<file path="config.mk">
export PLATFORM = sky130hd
export DESIGN_NAME = frac_baud_gen
export DESIGN_NICKNAME = d
export VERILOG_FILES = /design/src/rtl/frac_baud_gen.sv
export SDC_FILE = /design/constraint.sdc
export NUM_CORES = 1
export LEC_CHECK = 0
export BUFFER_PORTS_ARGS = -buffer_cell sky130_fd_sc_hd__buf_2
export CORE_MARGIN = 2
export CORE_UTILIZATION = 55
export DETAILED_ROUTE_END_ITERATION = 12
export PLACE_DENSITY_LB_ADDON = 0.15
export SYNTH_ARGS = -nofsm -noshare
export SYNTH_HDL_FRONTEND = slang
export SYNTH_SLANG_ARGS = --single-unit
export TNS_END_PERCENT = 20
</file>
<file path="constraint.sdc">
create_clock -name clk -period 20.5 [get_ports clk]
set_input_delay 3.075 -clock clk [delete_from_list [all_inputs] [get_ports clk]]
set_output_delay 3.075 -clock clk [all_outputs]
set_load 0.1 [all_outputs]
</file>
<file path="src/rtl/frac_baud_gen.sv">
module frac_baud_gen #(
  parameter int BYTE_W    = 8,
  parameter int MOD_W     = 8,
  parameter int ASYNC_MIN = 3,
  parameter int SYNC_MIN  = 2
) (
  input  logic              clk,
  input  logic              rst_n,
  input  logic [BYTE_W-1:0] div_hi,
  input  logic [BYTE_W-1:0] div_lo,
  input  logic [MOD_W-1:0]  mod_pat,
  input  logic              run,
  input  logic              sync_mode,
  output logic              bit_tick,
  output logic              sample_tick,
  output logic              sclk
);
  localparam int DIV_W = 2 * BYTE_W;
  localparam int LEN_W = DIV_W + 1;
  localparam int IDX_W = (MOD_W > 1) ? $clog2(MOD_W) : 1;

  logic [DIV_W-1:0] div_raw, div_min, div_eff;
  logic [LEN_W-1:0] bit_len, cnt, last_val, mid_val;
  logic [IDX_W-1:0] idx;
  logic             stretch, at_last, at_mid;

  assign div_raw  = {div_hi, div_lo};
  assign div_min  = sync_mode ? DIV_W'(SYNC_MIN) : DIV_W'(ASYNC_MIN);
  assign div_eff  = (div_raw < div_min) ? div_min : div_raw;
  assign stretch  = ~sync_mode & mod_pat[idx];
  assign bit_len  = {1'b0, div_eff} + LEN_W'(stretch);
  assign last_val = bit_len - LEN_W'(1);
  assign mid_val  = last_val >> 1;
  assign at_last  = (cnt >= last_val);
  assign at_mid   = (cnt == mid_val) & ~at_last;

  assign bit_tick    = run & at_last;
  assign sample_tick = run & at_mid;

  always_ff @(posedge clk or negedge rst_n) begin
    if (!rst_n) begin
      cnt <= '0;
      idx <= '0;
    end else if (!run) begin
      cnt <= '0;
      idx <= '0;
    end else if (at_last) begin
      cnt <= '0;
      idx <= (idx == IDX_W'(MOD_W - 1)) ? '0 : idx + IDX_W'(1);
    end else begin
      cnt <= cnt + LEN_W'(1);
    end
  end

  always_ff @(posedge clk or negedge rst_n) begin
    if (!rst_n)                 sclk <= 1'b0;
    else if (!run || !sync_mode) sclk <= 1'b0;
    else if (sample_tick)       sclk <= 1'b1;
    else if (bit_tick)          sclk <= 1'b0;
  end

  p_strobes_apart_r8: assert property (@(posedge clk) disable iff (!rst_n)
    !(bit_tick && sample_tick));

  p_no_back_to_back_r8: assert property (@(posedge clk) disable iff (!rst_n)
    bit_tick |=> !bit_tick);

  p_restart_zero_r1: assert property (@(posedge clk) disable iff (!rst_n)
    !run |=> (cnt == '0) && (idx == '0) && !sclk);

  p_idx_steps_r4: assert property (@(posedge clk) disable iff (!rst_n)
    (run && bit_tick) |=> (idx == (($past(idx) == IDX_W'(MOD_W - 1)) ? '0 : $past(idx) + IDX_W'(1))));

  p_async_sclk_low_r9: assert property (@(posedge clk) disable iff (!rst_n)
    !$past(sync_mode) |-> !sclk);

  p_sclk_moves_on_strobe_r9: assert property (@(posedge clk) disable iff (!rst_n)
    !$stable(sclk) |-> ($past(bit_tick) || $past(sample_tick) || !$past(run) || !$past(sync_mode)));
endmodule

</file>
Word-level counts from Yosys, hierarchy flattened --
Index checks and enable logic that the tools add are counted.
Word-level totals: bits in registers 21, input port bits 28, output and inout bits 3, word-level logic and storage cells 35
Cells by class: add/sub/neg operators 4, order comparisons 3, equality and inequality tests 3, multiplexer cells 12, bitwise operators 6, reduce and logical (&&, ||, !) cells 4
Operators with widths (count):
- $mux W17 | 2
- $add A16 B1 Y17 | 1
- $add A17 B1 Y17 const B | 1
- $eq A17 B16 Y1 | 1
- $ge A17 B17 Y1 | 1
- $sub A17 B1 Y17 const B | 1
- $lt A16 B2 Y1 | 1
- $mux W16 | 1
- $mux W3 | 3
- $mux W1 | 5
- $and A1 B1 Y1 | 4
- $lt A3 B4 Y1 const B | 1
- $add A3 B1 Y3 const B | 1
- $bmux W1 S3 | 1
- $eq A3 B3 Y1 const B | 1
- $reduce_bool A3 Y1 | 1
- $logic_not A1 Y1 | 2
- $ne A2 B1 Y1 const B | 1
- $not A1 Y1 | 2
- $logic_or A1 B1 Y1 | 1

Logic depth before layout (Yosys ltp) --
Gate-level depths: netlist (run 1).
depth in word-level cells 11, depth in mapped cells 22, mapped depth without buffers 19

Worst setup path before layout (run 1) --
No wires, ideal clock.
path type in2out, start input div_hi[0], end output sample_tick, arrival 9.151 ns, required time 17.425 ns, path slack 8.274 ns, cell stages on the path 20, buffers on the path 2, path through clkbuf_1 -> or4_1 -> nor3_1 -> nand2_1 -> o21ai_0 -> o21a_1 -> ha_1 -> ha_1 -> or4b_1 -> buf_2 -> nor2_1 -> nand3_1 -> xor2_1 -> ha_1 -> a21o_1 -> a21o_1 -> a21oi_1 -> o211ai_1 -> or4_1 -> nor4_2
On the way: longest elaborated chain between the ends 8, elaborated cells between the ends (all ways) 9, classes of those cells add/sub: 2; order compare: 2; eq/ne: 1; mux: 1; bitwise: 3
Ends and longest elaborated chain:
- start: declaration | RTL line 9 | input logic [BYTE_W-1:0] div_hi,
- $lt A16 B2 Y1 | RTL line 29 | assign div_eff = (div_raw < div_min) ? div_min : div_raw;
- $mux W16 (*) | RTL line 29
- $add A16 B1 Y17 (*) | RTL line 31 | assign bit_len = {1'b0, div_eff} + LEN_W'(stretch);
- $sub A17 B1 Y17 (*) | RTL line 32 | assign last_val = bit_len - LEN_W'(1);
- $ge A17 B17 Y1 | RTL line 34 | assign at_last = (cnt >= last_val);
- $not A1 Y1 | RTL line 35 | assign at_mid = (cnt == mid_val) & ~at_last;
- $and A1 B1 Y1 (*) | RTL line 35
- $and A1 B1 Y1 (*) | RTL line 38 | assign sample_tick = run & at_mid;
- end: declaration | RTL line 15 | output logic sample_tick,
Mark *: on every way between the ends. The rest lies on a longest branch, timed or not.

Final worst setup path (run 1) --
start input div_hi[3], end output sample_tick
The elaborated chain is that of the path after synthesis.

==> impl_metrics.csv, run 1 <==
group,metric,value,unit
grt,grtUsageTotal,0.244,
sta,fin_setup_tns,0,ns
setup_path,path_buf_inv,2,
drt,viasPerCell,6.02,
sta,worst_pin_slew,0.920,ns
sta,fin_hold_ws,0.589,ns
hold_path,hp-class,"flip-flop to flip-flop",
cts,cts_hold_buf,0,
setup_path,cpMaxStageDelayCell,"or4b_1",
grt,grt_first_pass_wirelength,8.47,mm
setup_path,endpoint_kind,"output port",
logic_synthesis,synthCells,270,
grt,antenna_found_initial,0,
logic_synthesis,synth_flop_cell,"dfrtp_1",
sta,fmax,84.5,MHz
layout,fillerInstances,351,
sta,slew_headroom,0.381,
setup_path,crit_path_start_kind,"primary input",
sta,finalCritPeriodShare,0.577,
cts,cts_max_level,1,
logic_synthesis,avgSynthCellArea,8.46,um^2
setup_path,r2r_start,"idx[0]",
cts,cts_buffers,3,
drt,drt-pass1-iter-count,4,
die,dieWidth,68.4,um
die,die-area,4680,um^2
place,hpwl,4.19,mm
die,start_util,0.571,
sta,setup_slack,8.66,ns
power,peakVddDrop,33.9,uV
logic_synthesis,yosysSeqAreaShare,0.230,
drt,antenna_left,0,
drt,first_iter_violations,150,
die,die_h,68.4,um
sta,hold_viol,0,
grt,overflow,0,
drt,drc_errors,0,
layout,multi_input_area,1660,um^2
sta,rsz0062_at_grt,"false",
cts,cts_tree,"yes",
drt,vias,2048,
layout,final_layout_size_suffix_gt1_frac,0.141,
setup_path,rrSetupSlack,15.23,ns
setup_path,r2r_cells,16,
die,row_count,23,
sta,finClkSkew,0.00519,ns
cts,worstSkewPairLatency,0.26,ns
logic_synthesis,synth_top_area_cell,"dfrtp_1",
layout,stdcell_count,340,
power,pwr_density_cell,36.5,nW/um^2
cts,cts.sinks,21,
logic_synthesis,synthTopCellsByArea,"dfrtp_1, ha_1, xnor2_1",
power,p_leak,0.00108,uW
cts,post-cts-setup-buffers,0,
place,dp.cells,336,
logic_synthesis,yosys.area.top_type_share,0.230,
setup_path,timing_worst_setup_path_type,"primary input to output port",
layout,final_net_count,341,
setup_path,crit_end,"sample_tick",
cts,cts_root_buf,"clkbuf_8",
setup_path,startpoint,"div_hi[3]",
die,top_level_ports,31,
layout,seqCellArea,526,um^2
setup_path,path_common_cell,"ha_1",
logic_synthesis,synth_seq_cells,21,
grt,grt_start_max_net_pins,22,
logic_synthesis,synth_cell_types,47,
layout,diodes,0,
setup_path,cp_max_fo,8,
place,port_buffers,30,
layout,syn2layout_area_growth,8.60,%
logic_synthesis,synthArstFlopShare,1.00,
place,gp_congestion,0.858,
drt,post_drt_wl_per_cell,15.5,um
cts,cts_resized,0,
die,core_area,4000,um^2
setup_path,path_cells,"buf_2 > or4_1 > nor3_1 > nand2_1 > o21ai_0 > o21a_1 > ha_1 > ha_1 > or4b_1 > nor2_1 > nand3_1 > xor2_1 > ha_1 > a21o_1 > a21o_1 > a21oi_1 > o211ai_1 > or4_1 > nor4_2 > buf_2",
setup_path,crit_family,"simple AND/OR/NAND/NOR gates",
logic_synthesis,netlist_area,2280,um^2
cts,cts_buffer_depth,2,
setup_path,critical_path.max_stage_delay,0.63,ns
logic_synthesis,synth_nets,320,
outcome,status,"complete, no violations",
setup_path,reg2reg_to,"cnt[13]",
grt,grt_pass1_vias,1781,
sta,finalSetupViolCount,0,
run,maxCapViolCount,0,
hold_path,hold_start,"idx[2]",
setup_path,cp_data_required_time,17.43,ns
sta,min_period,11.84,ns
logic_synthesis,synth_enable_flop_cells,0,
drt,routed_wl,5.27,mm
setup_path,worstSetupPathDepth,20,
place,dp_slack,8.73,ns
logic_synthesis,yosys_warnings,0,
cts,path_clk_slew,0.07,ns
sta,maxSlewViolCount,0,
setup_path,worst_ep_arrival_time,8.76,ns
cells in the final DEF, fill, tap and decap left out, types with 2 or more instances in the layout:
| cell | synthesis | layout |
|---|---|---|
| nor3_1 | 6 | 6 |
| and2_1 | 2 | 2 |
| inv_1 | 7 | 7 |
| o211a_1 | 2 | 2 |
| nor4_1 | 5 | 5 |
| or4_1 | 6 | 6 |
| clkbuf_8 | 0 | 3 |
| xnor2_1 | 24 | 24 |
| nand2b_1 | 3 | 3 |
| nor2_1 | 37 | 37 |
| o21a_1 | 6 | 6 |
| a21o_1 | 4 | 4 |
| xor2_1 | 14 | 14 |
| o2111ai_1 | 3 | 3 |
| mux4_2 | 2 | 2 |
| ha_1 | 22 | 22 |
| mux2i_1 | 6 | 6 |
| nand4_1 | 8 | 8 |
| a21oi_1 | 9 | 9 |
| a21boi_0 | 2 | 2 |
| buf_2 | 4 | 30 |
| nand2_1 | 14 | 14 |
| a311oi_1 | 2 | 2 |
| or3_1 | 7 | 7 |
| and3_1 | 3 | 3 |
| nand3_1 | 12 | 12 |
| a2111oi_0 | 2 | 2 |
| dfrtp_1 | 21 | 21 |
| or2_2 | 2 | 2 |
| o21ai_0 | 8 | 8 |
cells in the mapped netlist, types with 7 or more instances:
cell type	n
or3_1	7
dfrtp_1	21
nand2_1	14
xor2_1	14
clkbuf_1	10
a21oi_1	9
o21ai_0	8
nand4_1	8
inv_1	7
ha_1	22
nand3_1	12
nor2_1	37
xnor2_1	24
stage by stage:
stage	cell area (um^2)	utilization	total power, uW
after floorplan	2280	-	57.2
after global placement	2430	0.609	64.1
after detailed placement	2430	0.609	64.3
after CTS	2480	0.620	91.2
after global routing	2480	0.620	95.0
final	2480	0.620	90.5
metal layers:
layer | global-route usage | vias to the layer above | part of all wire
met3 | 0.0148 | 10 | 0.050
met2 | 0.403 | 66 | 0.47
li1 | - | 1021 | -
met4 | 0.0800 | 0 | 0.020
met1 | 0.338 | 951 | 0.46
met5 | 0 | - | 0
logic make-up (layout without fill, tap and decap cells):
family	count (synthesis)	after routing	synth area share
DFF	21	21	0.230
buffers and inverters	22	42	0.0416
muxes	8	8	0.0460
AOI/OAI and AO/OA	45	45	0.138
xor gates and xnor gates	39	39	0.156
and+or+nand+nor	113	113	0.268
adders and majority gates	22	22	0.121
power breakdown:
part           switching, uW  internal [uW]  total (uW)
combinational           11.7           8.81        20.5
sequential              1.19           41.9        43.1
clock                   13.1           13.8        26.9
total                   25.9           64.5        90.5
registers in the layout (all words and copies together) (netlist names):
| name | cells |
|---|---|
| cnt | 17 |
| idx | 3 |
| sclk | 1 |
layout make-up:
| cell class | instances | area share |
|---|---|---|
| Timing Repair Buffer | 31 | 0.0636 |
| Tap cell | 50 | 0.0252 |
| Inverter | 7 | 0.0106 |
| Clock buffer | 4 | 0.0182 |
| Sequential cell | 21 | 0.212 |
| Multi-Input combinational cell | 227 | 0.671 |
worst reg2reg max path: stages, from the launching register on:
cell and delay (ns):
dfrtp_1 0.44, mux4_2 0.52, mux2i_1 0.19, or2_2 0.14, ha_1 0.17, ha_1 0.23
or4b_1 0.63, nor2_1 0.28, nand3_1 0.13, xor2_1 0.19, ha_1 0.30, nand4_1 0.12
or3_1 0.42, or4_1 0.54, o211a_1 0.31, nand2_1 0.42, nor2_1 0.11
how the worst min path moves through the flow:
| stage | end | cells after the start | slack (ns) |
|---|---|---|---|
| after floorplan | idx[2] | 2 | 0.54 |
| after global placement | idx[2] | 2 | 0.57 |
| after detailed placement | idx[2] | 2 | 0.58 |
| after CTS | idx[2] | 2 | 0.60 |
| after global routing | cnt[16] | 2 | 0.64 |
| final | idx[2] | 2 | 0.59 |
Note: power is estimated with default switching activity, not from simulation.
==> run 2: changes to the inputs <==
- CORE_UTILIZATION: 55 -> 53
- clock period: 20.5 -> 10.7 ns (I/O delays scaled with it)
==> run 2 against run 1 <==
  * Worst hold slack improved by 0.023 ns
  * Highest routed layer unchanged
  * Critical path type unchanged
  * Largest power group unchanged
  * Sequential share of layout area is essentially flat
  * First-iteration DRC count shrank 32%
  * Non-clock buffer count is the same
  * Worst setup slack got worse by 6.8 ns
  * Die area grew 3.6%
  * Clock power grew 96%
  * Flip-flop and latch count stayed put
  * Core utilization decreased by 1.3 points
==> impl_metrics.csv, run 2 (synthesis results as in run 1) <==
group,metric,value,unit
cts,cts.sinks,21,
setup_path,cp_data_required_time,9.10,ns
drt,vias,2075,
grt,antenna_found_initial,0,
die,row_count,23,
layout,final_common_cell,"nor2_1",
layout,syn2layout_area_growth,8.66,%
setup_path,crit_path_start_kind,"primary input",
layout,most-common-layout-cells,"nor2_1, buf_2, xnor2_1, ha_1, dfrtp_1",
die,die-area,4850,um^2
cts,cts_max_level,1,
drt,viasPerCell,6.10,
grt,grt_util_met3,0.0145,
grt,grt_busiest_layer,"met2",
grt,overflow,0,
sta,finClkSkew,0.00374,ns
drt,drt-pass1-iter-count,4,
place,hpwl,4.33,mm
power,pwr_density_cell,70.3,nW/um^2
grt,grt_pass1_vias,1904,
place,port_buffers,30,
sta,fin_hold_ws,0.611,ns
grt,met2_usage,0.369,
outcome,status,"complete, no violations",
layout,stdcell_count,340,
layout,final_layout_size_suffix_gt1_frac,0.145,
setup_path,endpoint_kind,"output port",
grt,grtUsageTotal,0.225,
cts,cts_tree,"yes",
grt,grt_start_max_net_pins,22,
setup_path,timing_worst_setup_path_type,"primary input to output port",
die,top_level_ports,31,
sta,slew_headroom,0.471,
layout,fin_util,0.607,
sta,finalSetupViolCount,0,
layout,largest_register,"cnt",
power,p_leak,0.00108,uW
drt,drc_errors,0,
sta,min_period,8.82,ns
layout,seqCellArea,526,um^2
place,gp_congestion,0.864,
power,peakVddDrop,78.5,uV
drt,post_drt_wl_per_cell,15.6,um
cts,worstSkewPairLatency,0.26,ns
drt,antenna_left,0,
sta,fin_setup_tns,0,ns
drt,routed_wl,5.32,mm
layout,reg_top3,"cnt (17), idx (3), sclk (1)",
hold_path,hp-class,"flip-flop to flip-flop",
run,maxCapViolCount,0,
drt,first_iter_violations,102,
setup_path,cp_max_fo,8,
cts,cts_resized,0,
sta,maxSlewViolCount,0,
layout,final_net_count,341,
cts,cts_hold_buf,0,
layout,diodes,0,
die,start_util,0.559,
setup_path,worst_ep_arrival_time,7.22,ns
sta,hold_viol,0,
die,core_area,4090,um^2
grt,grt_first_pass_wirelength,8.83,mm
cts,cts_buffer_depth,2,
cts,cts_buffers,3,
layout,multi_input_area,1660,um^2
grt,grt_use_met1,0.320,
layout,largest_reg_flops,17,
die,dieWidth,69.6,um
cts,post-cts-setup-buffers,0,
cts,path_clk_slew,0.08,ns
layout,fillerInstances,390,
cts,cts_root_buf,"clkbuf_8",
sta,worst_pin_slew,0.787,ns
sta,finalCritPeriodShare,0.825,
die,die_h,69.6,um
sta,fmax,113,MHz
sta,rsz0062_at_grt,"false",
place,dp.cells,336,
-- run 2: cell count changes in the layout (fill, tap and decap cells not counted), sizes merged --
cell,before,now
clkbuf,4,3
clkinv,0,1
-- run 2: path summary, 6_finish.rpt --
kind,slack (ns),depth (start not counted),end,start
min in group asynchronous,1.29,1,cnt[12],rst_n
max,1.88,20,sample_tick,div_hi[3]
min,0.61,2,cnt[16],cnt[16]
min reg2reg,0.61,2,cnt[16],cnt[16]
max in group asynchronous,9.08,1,cnt[2],rst_n
max reg2reg,5.40,16,cnt[7],idx[0]
-- run 2: cell type report --
type | count | area share
clock buffer | 3 | 0.0166
clock inverter | 1 | 0.00202
inverter | 7 | 0.0106
multi-input combinational | 227 | 0.670
sequential | 21 | 0.212
tap | 50 | 0.0252
timing repair buffer | 31 | 0.0635
-- run 2: layer usage --
layer,vias up,wire (um)
met3,8,205
met1,1000,2530
li1,1024,-
met2,43,2500
met4,0,85
met5,-,0
-- run 2: through the flow --
step / area (um^2) / worst slack (ns) / total power (uW)
floorplan: 2280 / 1.41 / 110
global placement: 2430 / 2.00 / 123
detailed placement: 2430 / 1.92 / 123
CTS: 2480 / 1.90 / 175
global route: 2480 / 1.51 / 184
finish: 2480 / 1.88 / 174
-- run 2: power breakdown --
| part | leakage, uW | internal, uW | switching (uW) |
|---|---|---|---|
| sequential | 0.000291 | 80.2 | 2.26 |
| combinational | 0.000766 | 16.8 | 22.3 |
| clock | 0.0000255 | 26.0 | 26.8 |
-- run 2: critical path: stages --
cell,delay [ns]
buf_2,0.14
or4_1,0.59
nor3_1,0.42
nand2_1,0.13
o21ai_0,0.17
o21a_1,0.14
ha_1,0.19
ha_1,0.22
or4b_1,0.63
nor2_1,0.27
nand3_1,0.13
xor2_1,0.19
ha_1,0.29
a21o_1,0.16
a21o_1,0.16
a21oi_1,0.19
o211ai_1,0.16
or4_1,0.56
nor4_2,0.37
buf_2,0.50
